<file path="src/rtl/i2c_evf_pkg.sv">
package i2c_evf_pkg;
   localparam int FLAG_N   = 7;
   localparam int F_START  = 0;
   localparam int F_RSTART = 1;
   localparam int F_STOP   = 2;
   localparam int F_ADR    = 3;
   localparam int F_WR     = 4;
   localparam int F_ACKT   = 5;
   localparam int F_CNT    = 6;

   typedef enum logic [1:0] {
      PH_IDLE  = 2'd0,
      PH_ADDR1 = 2'd1,
      PH_ADDR2 = 2'd2,
      PH_DATA  = 2'd3
   } phase_t;

   // modes 4 and 5 are the only non-client encodings
   function automatic logic is_client(input logic [2:0] m);
      return !(m[2] && !m[1]);
   endfunction
endpackage

</file>
<file path="src/rtl/i2c_evf_cond_det.sv">
module i2c_evf_cond_det (
   input  logic clk,
   input  logic rst_n,
   input  logic scl_i,
   input  logic sda_i,
   output logic start_p,
   output logic rstart_p,
   output logic stop_p,
   output logic scl_rise_p,
   output logic scl_fall_p,
   output logic busy_o
);
   logic scl_q, sda_q, busy_q;
   logic cond_s, cond_p;

   always_ff @(posedge clk or negedge rst_n) begin
      if (!rst_n) begin
         scl_q <= 1'b1;
         sda_q <= 1'b1;
      end else begin
         scl_q <= scl_i;
         sda_q <= sda_i;
      end
   end

   // SDA edge while SCL stays high
   assign cond_s = scl_q & scl_i & sda_q & ~sda_i;
   assign cond_p = scl_q & scl_i & ~sda_q & sda_i;

   always_ff @(posedge clk or negedge rst_n) begin
      if (!rst_n)      busy_q <= 1'b0;
      else if (cond_p) busy_q <= 1'b0;
      else if (cond_s) busy_q <= 1'b1;
   end

   assign start_p    = cond_s & ~busy_q;
   assign rstart_p   = cond_s & busy_q;
   assign stop_p     = cond_p;
   assign scl_rise_p = ~scl_q & scl_i;
   assign scl_fall_p = scl_q & ~scl_i;
   assign busy_o     = busy_q;
endmodule

</file>
<file path="src/rtl/i2c_evf_byte_track.sv">
module i2c_evf_byte_track
   import i2c_evf_pkg::*;
#(
   parameter int CNT_W      = 8,
   parameter bit TEN_BIT_EN = 1'b1
) (
   input  logic             clk,
   input  logic             rst_n,
   input  logic             sda_i,
   input  logic             start_p,
   input  logic             rstart_p,
   input  logic             stop_p,
   input  logic             scl_rise_p,
   input  logic             scl_fall_p,
   input  logic [2:0]       mode_i,
   input  logic [9:0]       own_addr_i,
   input  logic [CNT_W-1:0] byte_cnt_i,
   output logic             adr_set_o,
   output logic             wr_set_o,
   output logic             ackt_set_o,
   output logic             cnt_set_o,
   output logic [3:0]       bitcnt_o
);
   localparam logic [3:0] LAST_BIT = 4'd7;
   localparam logic [3:0] ACK_BIT  = 4'd8;
   localparam logic [3:0] WRAP_AT  = 4'd9;
   localparam logic [4:0] HI_TAG   = 5'b11110;

   phase_t     phase, ph_nxt;
   logic [3:0] bitcnt;
   logic [7:0] sr;
   logic       rise_seen, addressed, rw, low_m;
   logic       adr_nxt, rw_nxt, low_nxt, hit;
   logic       fall_cnt, eighth, ninth, client;
   logic       ten, m7, m_hi, m_lo;

   generate
      if (TEN_BIT_EN) begin : g_ten
         assign ten  = mode_i[0];
         assign m_hi = (sr[7:3] == HI_TAG) && (sr[2:1] == own_addr_i[9:8]);
         assign m_lo = (sr == own_addr_i[7:0]);
      end else begin : g_seven
         assign ten  = 1'b0;
         assign m_hi = 1'b0;
         assign m_lo = 1'b0;
      end
   endgenerate

   assign m7       = (sr[7:1] == own_addr_i[6:0]);
   assign client   = is_client(mode_i);
   assign fall_cnt = scl_fall_p && rise_seen && (phase != PH_IDLE);
   assign eighth   = fall_cnt && (bitcnt == LAST_BIT);
   assign ninth    = fall_cnt && (bitcnt == ACK_BIT);

   always_comb begin
      ph_nxt  = phase;
      adr_nxt = addressed;
      rw_nxt  = rw;
      low_nxt = low_m;
      hit     = 1'b0;
      unique case (phase)
         PH_ADDR1: begin
            ph_nxt = PH_DATA;
            if (ten) begin
               if (m_hi && !sr[0]) begin
                  hit     = 1'b1;
                  ph_nxt  = PH_ADDR2;
                  adr_nxt = 1'b0;
               end else if (m_hi && sr[0] && low_m) begin
                  hit     = 1'b1;
                  adr_nxt = 1'b1;
                  rw_nxt  = 1'b1;
               end else begin
                  adr_nxt = 1'b0;
               end
            end else begin
               hit     = m7;
               adr_nxt = m7;
               rw_nxt  = sr[0];
            end
         end
         PH_ADDR2: begin
            hit     = m_lo;
            ph_nxt  = PH_DATA;
            adr_nxt = m_lo;
            low_nxt = m_lo;
            rw_nxt  = 1'b0;
         end
         default: ;
      endcase
   end

   always_ff @(posedge clk or negedge rst_n) begin
      if (!rst_n) begin
         phase     <= PH_IDLE;
         bitcnt    <= '0;
         sr        <= '0;
         rise_seen <= 1'b0;
         addressed <= 1'b0;
         rw        <= 1'b0;
         low_m     <= 1'b0;
      end else if (stop_p) begin
         phase     <= PH_IDLE;
         bitcnt    <= '0;
         rise_seen <= 1'b0;
         addressed <= 1'b0;
         low_m     <= 1'b0;
      end else if (start_p || rstart_p) begin
         phase     <= PH_ADDR1;
         bitcnt    <= '0;
         rise_seen <= 1'b0;
         addressed <= 1'b0;
         if (start_p) low_m <= 1'b0;
      end else begin
         if (scl_rise_p && (phase != PH_IDLE)) begin
            sr        <= {sr[6:0], sda_i};
            rise_seen <= 1'b1;
         end
         if (fall_cnt) begin
            rise_seen <= 1'b0;
            bitcnt    <= (bitcnt == WRAP_AT) ? 4'd1 : bitcnt + 4'd1;
         end
         if (eighth) begin
            phase     <= ph_nxt;
            addressed <= adr_nxt;
            rw        <= rw_nxt;
            low_m     <= low_nxt;
         end
      end
   end

   assign adr_set_o  = eighth && hit && client;
   assign wr_set_o   = eighth && (phase == PH_DATA) && addressed && !rw && client;
   assign ackt_set_o = ninth && addressed && client;
   assign cnt_set_o  = ninth && (byte_cnt_i == '0);
   assign bitcnt_o   = bitcnt;
endmodule

</file>
<file path="src/rtl/i2c_evf_flag_reg.sv">
module i2c_evf_flag_reg #(
   parameter int FLAG_N = 7
) (
   input  logic              clk,
   input  logic              rst_n,
   input  logic [FLAG_N-1:0] set_i,
   input  logic              wr_i,
   input  logic [FLAG_N-1:0] wdata_i,
   input  logic [FLAG_N-1:0] en_i,
   output logic [FLAG_N-1:0] flags_o,
   output logic              irq_o
);
   logic [FLAG_N-1:0] q;

   generate
      for (genvar k = 0; k < FLAG_N; k++) begin : g_bit
         always_ff @(posedge clk or negedge rst_n) begin
            if (!rst_n)        q[k] <= 1'b0;
            else if (set_i[k]) q[k] <= 1'b1;
            else if (wr_i && !wdata_i[k]) q[k] <= 1'b0;
         end
      end
   endgenerate

   assign flags_o = q;
   assign irq_o   = |(q & en_i);
endmodule

</file>
<file path="src/rtl/i2c_client_event_flags.sv">
module i2c_client_event_flags
   import i2c_evf_pkg::*;
#(
   parameter int CNT_W      = 8,
   parameter bit TEN_BIT_EN = 1'b1
) (
   input  logic             clk,
   input  logic             rst_n,
   input  logic             scl_i,
   input  logic             sda_i,
   input  logic [2:0]       mode_i,
   input  logic [9:0]       own_addr_i,
   input  logic [CNT_W-1:0] byte_cnt_i,
   input  logic             flag_wr_i,
   input  logic [6:0]       flag_wdata_i,
   input  logic [6:0]       flag_en_i,
   output logic [6:0]       flags_o,
   output logic             irq_o
);
   generate
      if (CNT_W < 1 || CNT_W > 32) begin : g_bad_cnt
         $error("CNT_W must be in 1..32");
      end
      if (FLAG_N != 7) begin : g_bad_flags
         $error("flag layout mismatch");
      end
   endgenerate

   logic start_p, rstart_p, stop_p, scl_rise_p, scl_fall_p, busy;
   logic adr_set, wr_set, ackt_set, cnt_set;
   logic [3:0] bitcnt;
   logic [FLAG_N-1:0] set_vec;

   i2c_evf_cond_det u_cond (
      .clk        (clk),
      .rst_n      (rst_n),
      .scl_i      (scl_i),
      .sda_i      (sda_i),
      .start_p    (start_p),
      .rstart_p   (rstart_p),
      .stop_p     (stop_p),
      .scl_rise_p (scl_rise_p),
      .scl_fall_p (scl_fall_p),
      .busy_o     (busy)
   );

   i2c_evf_byte_track #(
      .CNT_W      (CNT_W),
      .TEN_BIT_EN (TEN_BIT_EN)
   ) u_track (
      .clk        (clk),
      .rst_n      (rst_n),
      .sda_i      (sda_i),
      .start_p    (start_p),
      .rstart_p   (rstart_p),
      .stop_p     (stop_p),
      .scl_rise_p (scl_rise_p),
      .scl_fall_p (scl_fall_p),
      .mode_i     (mode_i),
      .own_addr_i (own_addr_i),
      .byte_cnt_i (byte_cnt_i),
      .adr_set_o  (adr_set),
      .wr_set_o   (wr_set),
      .ackt_set_o (ackt_set),
      .cnt_set_o  (cnt_set),
      .bitcnt_o   (bitcnt)
   );

   always_comb begin
      set_vec           = '0;
      set_vec[F_START]  = start_p;
      set_vec[F_RSTART] = rstart_p;
      set_vec[F_STOP]   = stop_p;
      set_vec[F_ADR]    = adr_set;
      set_vec[F_WR]     = wr_set;
      set_vec[F_ACKT]   = ackt_set;
      set_vec[F_CNT]    = cnt_set;
   end

   i2c_evf_flag_reg #(
      .FLAG_N (FLAG_N)
   ) u_flags (
      .clk     (clk),
      .rst_n   (rst_n),
      .set_i   (set_vec),
      .wr_i    (flag_wr_i),
      .wdata_i (flag_wdata_i),
      .en_i    (flag_en_i),
      .flags_o (flags_o),
      .irq_o   (irq_o)
   );

   logic unused_busy;
   assign unused_busy = busy;
endmodule

</file>
<file path="config.mk">
export PLATFORM = sky130hd
export DESIGN_NAME = i2c_client_event_flags
export DESIGN_NICKNAME = d
export VERILOG_FILES = /design/src/rtl/i2c_evf_pkg.sv /design/src/rtl/i2c_evf_cond_det.sv /design/src/rtl/i2c_evf_byte_track.sv /design/src/rtl/i2c_evf_flag_reg.sv /design/src/rtl/i2c_client_event_flags.sv
export SDC_FILE = /design/constraint.sdc
export NUM_CORES = 1
export LEC_CHECK = 0
export BUFFER_PORTS_ARGS = -buffer_cell sky130_fd_sc_hd__buf_2
export CORE_MARGIN = 4
export CORE_UTILIZATION = 50
export CTS_CLUSTER_DIAMETER = 40
export DETAILED_ROUTE_END_ITERATION = 8
export PLACE_DENSITY = 0.79
export REMOVE_ABC_BUFFERS = 1
export SLEW_MARGIN = 10
export SYNTH_ARGS = -nofsm -noshare
export SYNTH_HDL_FRONTEND = slang
export SYNTH_SLANG_ARGS = --single-unit
</file>
<file path="constraint.sdc">
create_clock -name clk -period 2.55 [get_ports clk]
set_input_delay 0.255 -clock clk [delete_from_list [all_inputs] [get_ports clk]]
set_output_delay 0.255 -clock clk [all_outputs]
set_load 0.1 [all_outputs]
</file>
**Word level (Yosys, flattened, before mapping)**

Cells that the tools add are included.

- Output and inout bits: 8
- Flip-flop bits (word level): 28
- Word-level logic and storage cells: 156

- Bitwise gates (word level): 17
- Reduce and logical (&&, ||, !) cells: 59
- Eq/ne operators: 13
- Multiplexer cells: 49
- Add/sub/neg operators: 1

Operators by type and width:

| kind | number |
|---|---|
| two-way mux 1 bit | 37 |
| logical AND 1 bit | 26 |
| nonzero test 2 bit | 10 |
| two-way mux 4 bit | 4 |
| logical NOT 1 bit | 11 |
| AND 1 bit | 9 |
| nonzero test 3 bit | 3 |
| equality test 4 bit (second input constant) | 2 |
| equality test 8 bit | 1 |
| logical NOT 8 bit | 1 |
| two-way mux 2 bit | 4 |
| nonzero test 4 bit | 2 |
| AND 7 bit | 1 |
| equality test 7 bit | 1 |
| NOT 1 bit | 7 |
| OR reduction 7 bit | 1 |
| inequality test 3 x 2 -> 1 bit (second input constant) | 2 |
| case mux 1 bit (2 select lines) | 3 |
| AND reduction 3 bit | 2 |
| AND reduction 6 bit | 1 |
| equality test 5 bit (second input constant) | 1 |
| adder 4 x 1 -> 4 bit (second input constant) | 1 |
| equality test 2 bit (second input constant) | 2 |
| equality test 4 x 3 -> 1 bit (second input constant) | 1 |
| other kinds (6) | 6 |

**Longest topological paths before layout**

- Word-level depth: 11
- Mapped depth: 9

**Modules after synthesis**

A second synthesis with hierarchy kept.

- Cells, all modules: 167
- Area, all modules: 1636.6 um^2

By module, submodules not included:

| module | area each (um^2) | cells each | times used | sequential area each (um^2) |
|---|---|---|---|---|
| i2c_evf_byte_track | 1192.4 | 128 | 1 | 450.4 |
| i2c_evf_flag_reg | 302.8 | 25 | 1 | 175.2 |
| i2c_evf_cond_det | 141.4 | 14 | 1 | 77.6 |

**Worst setup path before layout**

Ideal clock, no wire load.

- Path kind: register to output
- Start point: register u_flags.q[0], in the netlist u_flags.flags_o[0]
- End point: output port irq_o
- Stages on the path, launching flop included: 3
- Required time: 2295 ps
- Arrival: 1974 ps
- Setup slack: 321 ps
- Path through: dfrtp_1 a222oi_1 nand3_1

- Longest elaborated chain between the ends: 2

RTL lines:

| item | line | text |
|---|---|---|
| from (decl) | i2c_evf_flag_reg.sv:13 | `logic [FLAG_N-1:0] q;` |
| from (signal, indexed assignment) | i2c_evf_flag_reg.sv:18 | `if (!rst_n) q[k] <= 1'b0;` |
| from (signal, indexed assignment) | i2c_evf_flag_reg.sv:19 | `else if (set_i[k]) q[k] <= 1'b1;` |
| from (signal, indexed assignment) | i2c_evf_flag_reg.sv:20 | `else if (wr_i && !wdata_i[k]) q[k] <= 1'b0;` |
| AND 7 bit | i2c_evf_flag_reg.sv:26 | `assign irq_o = \|(q & en_i);` |
| OR reduction 7 bit | i2c_evf_flag_reg.sv:26 |  |
| to (decl) | i2c_client_event_flags.sv:18 | `output logic irq_o` |

No other way between the ends.

**Final worst setup path**

- Start point: register u_track.phase[0]
- End point: register u_track.rw

- Longest elaborated chain between the ends: 4
- Elaborated cells between the ends (all ways): 10
- Classes of those cells: 4 x eq/ne; 1 x mux; 5 x reduce/logical

RTL lines:

| item | line | text |
|---|---|---|
| from (decl) | i2c_evf_byte_track.sv:29 | `phase_t phase, ph_nxt;` |
| from (signal assigned) | i2c_evf_byte_track.sv:124 | `phase <= ph_nxt;` |
| branches (longest 4 deep; another with AND reduction 6 bit) | -- |  |
| to (signal assigned) | i2c_evf_byte_track.sv:126 | `rw <= rw_nxt;` |
| to (decl) | i2c_evf_byte_track.sv:32 | `logic rise_seen, addressed, rw, low_m;` |

Parallel ways; which one is timed is not known.
A chain may end at the register's enable or synchronous reset.

==> out/results.tsv <==
metric	value	unit
power_leakage	0.908	nW
drv_cap	0	
status	complete, no violations	
antenna_found_initial	0	
path_delay_family	simple AND/OR/NAND/NOR gates	
synth-seq-cells	28	
nets	253	
max_stage_delay	0.43	ns
place_area	1870	sq um
avgSynthCellArea	10.1	sq um
reg2reg_depth	6	
hold_class	in2reg	
min_period_over_period	80.0	%
die_w	64.6	um
ys.warnings.count	0	
htreeDepth	1	
routed_via_density	5.47	
ctsHoldBuffers	1	
root_buffer	clkbuf_4	
synth.largest_area_cell	dfrtp_1	
portBuffers	47	
synthTopCellsByArea	dfrtp_1, xnor2_1, mux2_2, o21ai_0, nand2_1	
grt_pass1_vias	1438	
setup_tns	0	ns
yosysTopAreaCellShare	40.7	%
r2r_setup_slack	0.51	ns
core_area	3050	sq um
dr.pass1.iters	6	
finalCriticalPeriod	2.04	ns
final_cell_area	1910	sq um
cts_buffer_depth	2	
synth_ff_type	dfrtp_1	
grt_max_degree	29	
avgRoutedWirePerCell	14.5	um
p_per_area	664	nW/um^2
r2r-start	u_track.phase[0]	
placementRows	20	
wirelength	3660	um
track_usage	18.7	%
timing.rr.end	u_track.rw	
vias	1379	
yosysSeqAreaShare	44.0	%
diodes	0	
min_to	u_cond.sda_q	
crit_arrival	2.26	ns
start_kind	flop	
synth_most_common_cell	dfrtp_1	
ir_drop	0.000381	V
numCtsBuffers	3	
route.detailed.drc	0	
io_pins	48	
hp-start	sda_i	
worst_pin_slew	0.656	ns
die-area	4170	sq um
synthCells	158	
crit_path_end_kind	flop	
finalHoldViolations	0	
crit_slowest_cell	and4bb_1	
ant_nets	0	
synth_common_cells	dfrtp_1, nand2_1, xnor2_1	
drt_iter0_drc	58	
hpwlAfterDp	2970	um
crit_path_max_fanout	9	
clock_latency	0.32	ns
synth-edff-count	0	
crit_chain	inv_1, ha_1, and4bb_1, and4_1, nand3_2, mux2_4	
rsz0062_at_grt	no	
gp_congestion	0.832	
fin_skew	0.00975	ns
overflow	0	
cp_num_buf_inv	1	
area_growth	19.5	%
min_path_cells	1	
setup_violations	0	
layout-drive-gt1-share	32.2	%
slew_violations	0	
synth_area	1600	sq um
initial_core_util	52.4	%
async_flop_share	100	%
critPathKind	reg2reg	
cts_tree	yes	
fmax	0.490	GHz
grt_pass1_wl	6240	um
cts_setup_buffers	0	
cts_sinks	28	
slew_headroom	56.1	%
die_y	64.6	um
path_clk_slew	0.15	ns
yosysUniqueCellTypes	42	
worstPathRequired	2.77	ns
cts_resized	0	
sequential cells by signal, indices dropped and copies added, names as in the netlist, 2 cells and up:
signal and count:
u_track.phase 2, u_track.sr 8, u_track.bitcnt_o 4, u_flags.flags_o 7
placed cells by master (no fill, tap or decap), drive strengths merged, types with 2 or more instances in the layout:
master and n:
buf 47, dfrtp 26, nand2 15, xnor2 15, o21ai 14, nor2 9
mux2 9, inv 7, nand2b 6, nand3 6, a21oi 4, ha 4
clkbuf 4, a22oi 3, nor2b 3, nor3 3, nand4 3, xor2 3
a22o 2, o31ai 2, nor4 2, dfstp 2, nor3b 2, o311ai 2
cell families after synthesis:
group,synth area share (%)
fa+ha+maj,3.13
simple gates,20.1
flops,44.0
compound gates,13.1
buf+inv,2.58
xor+xnor,9.86
mux,7.20
power by group:
group / switching [W] / leakage, nW / internal, W / total, W
clock network: 0.000128 / 0.0150 / 0.0000611 / 0.000189
registers: 0.000141 / 0.354 / 0.000532 / 0.000673
logic: 0.000201 / 0.539 / 0.000206 / 0.000406
area by class of cell:
class,count,area [sq um]
fillers,255,1140
multi-input cells,121,855
flip-flops and latches,28,703
repair buffers,48,245
well taps,44,55.1
clock buffers,4,26.3
inverters,7,26.3
metal layers:
metal	up-vias	part of all wire (%)	global-route usage (%)
met4	0	1.3	5.01
met2	57	50	34.3
met1	649	42	22.7
met5	-	0	0
li1	667	-	-
met3	6	6.9	2.77
metrics by stage:
stage	utilization [%]	hold WS, ns	power, W	worst slack [ns]	std cells
2_1_floorplan	-	-0.0406	0.000951	0.321	156
3_3_place_gp	61.4	0.288	0.00105	0.600	247
3_5_place_dp	61.4	0.303	0.00109	0.529	247
4_1_cts	62.6	0.0474	0.00127	0.507	252
5_1_grt	62.6	0.0268	0.00135	0.380	252
6_report	62.6	0.0374	0.00127	0.511	252
worst max path at each step:
stage	slack [ns]	end	cells past startpoint	start
2_1_floorplan	0.32	irq_o	2	u_flags.flags_o[0]
3_3_place_gp	0.60	u_track.rw	6	u_track.phase[0]
3_5_place_dp	0.53	u_track.rw	6	u_track.phase[0]
4_1_cts	0.51	u_track.phase[0]	7	u_track.phase[0]
5_1_grt	0.38	u_track.phase[0]	7	u_track.phase[0]
6_report	0.51	u_track.rw	6	u_track.phase[0]
Note: power is estimated with default switching activity, not from simulation.
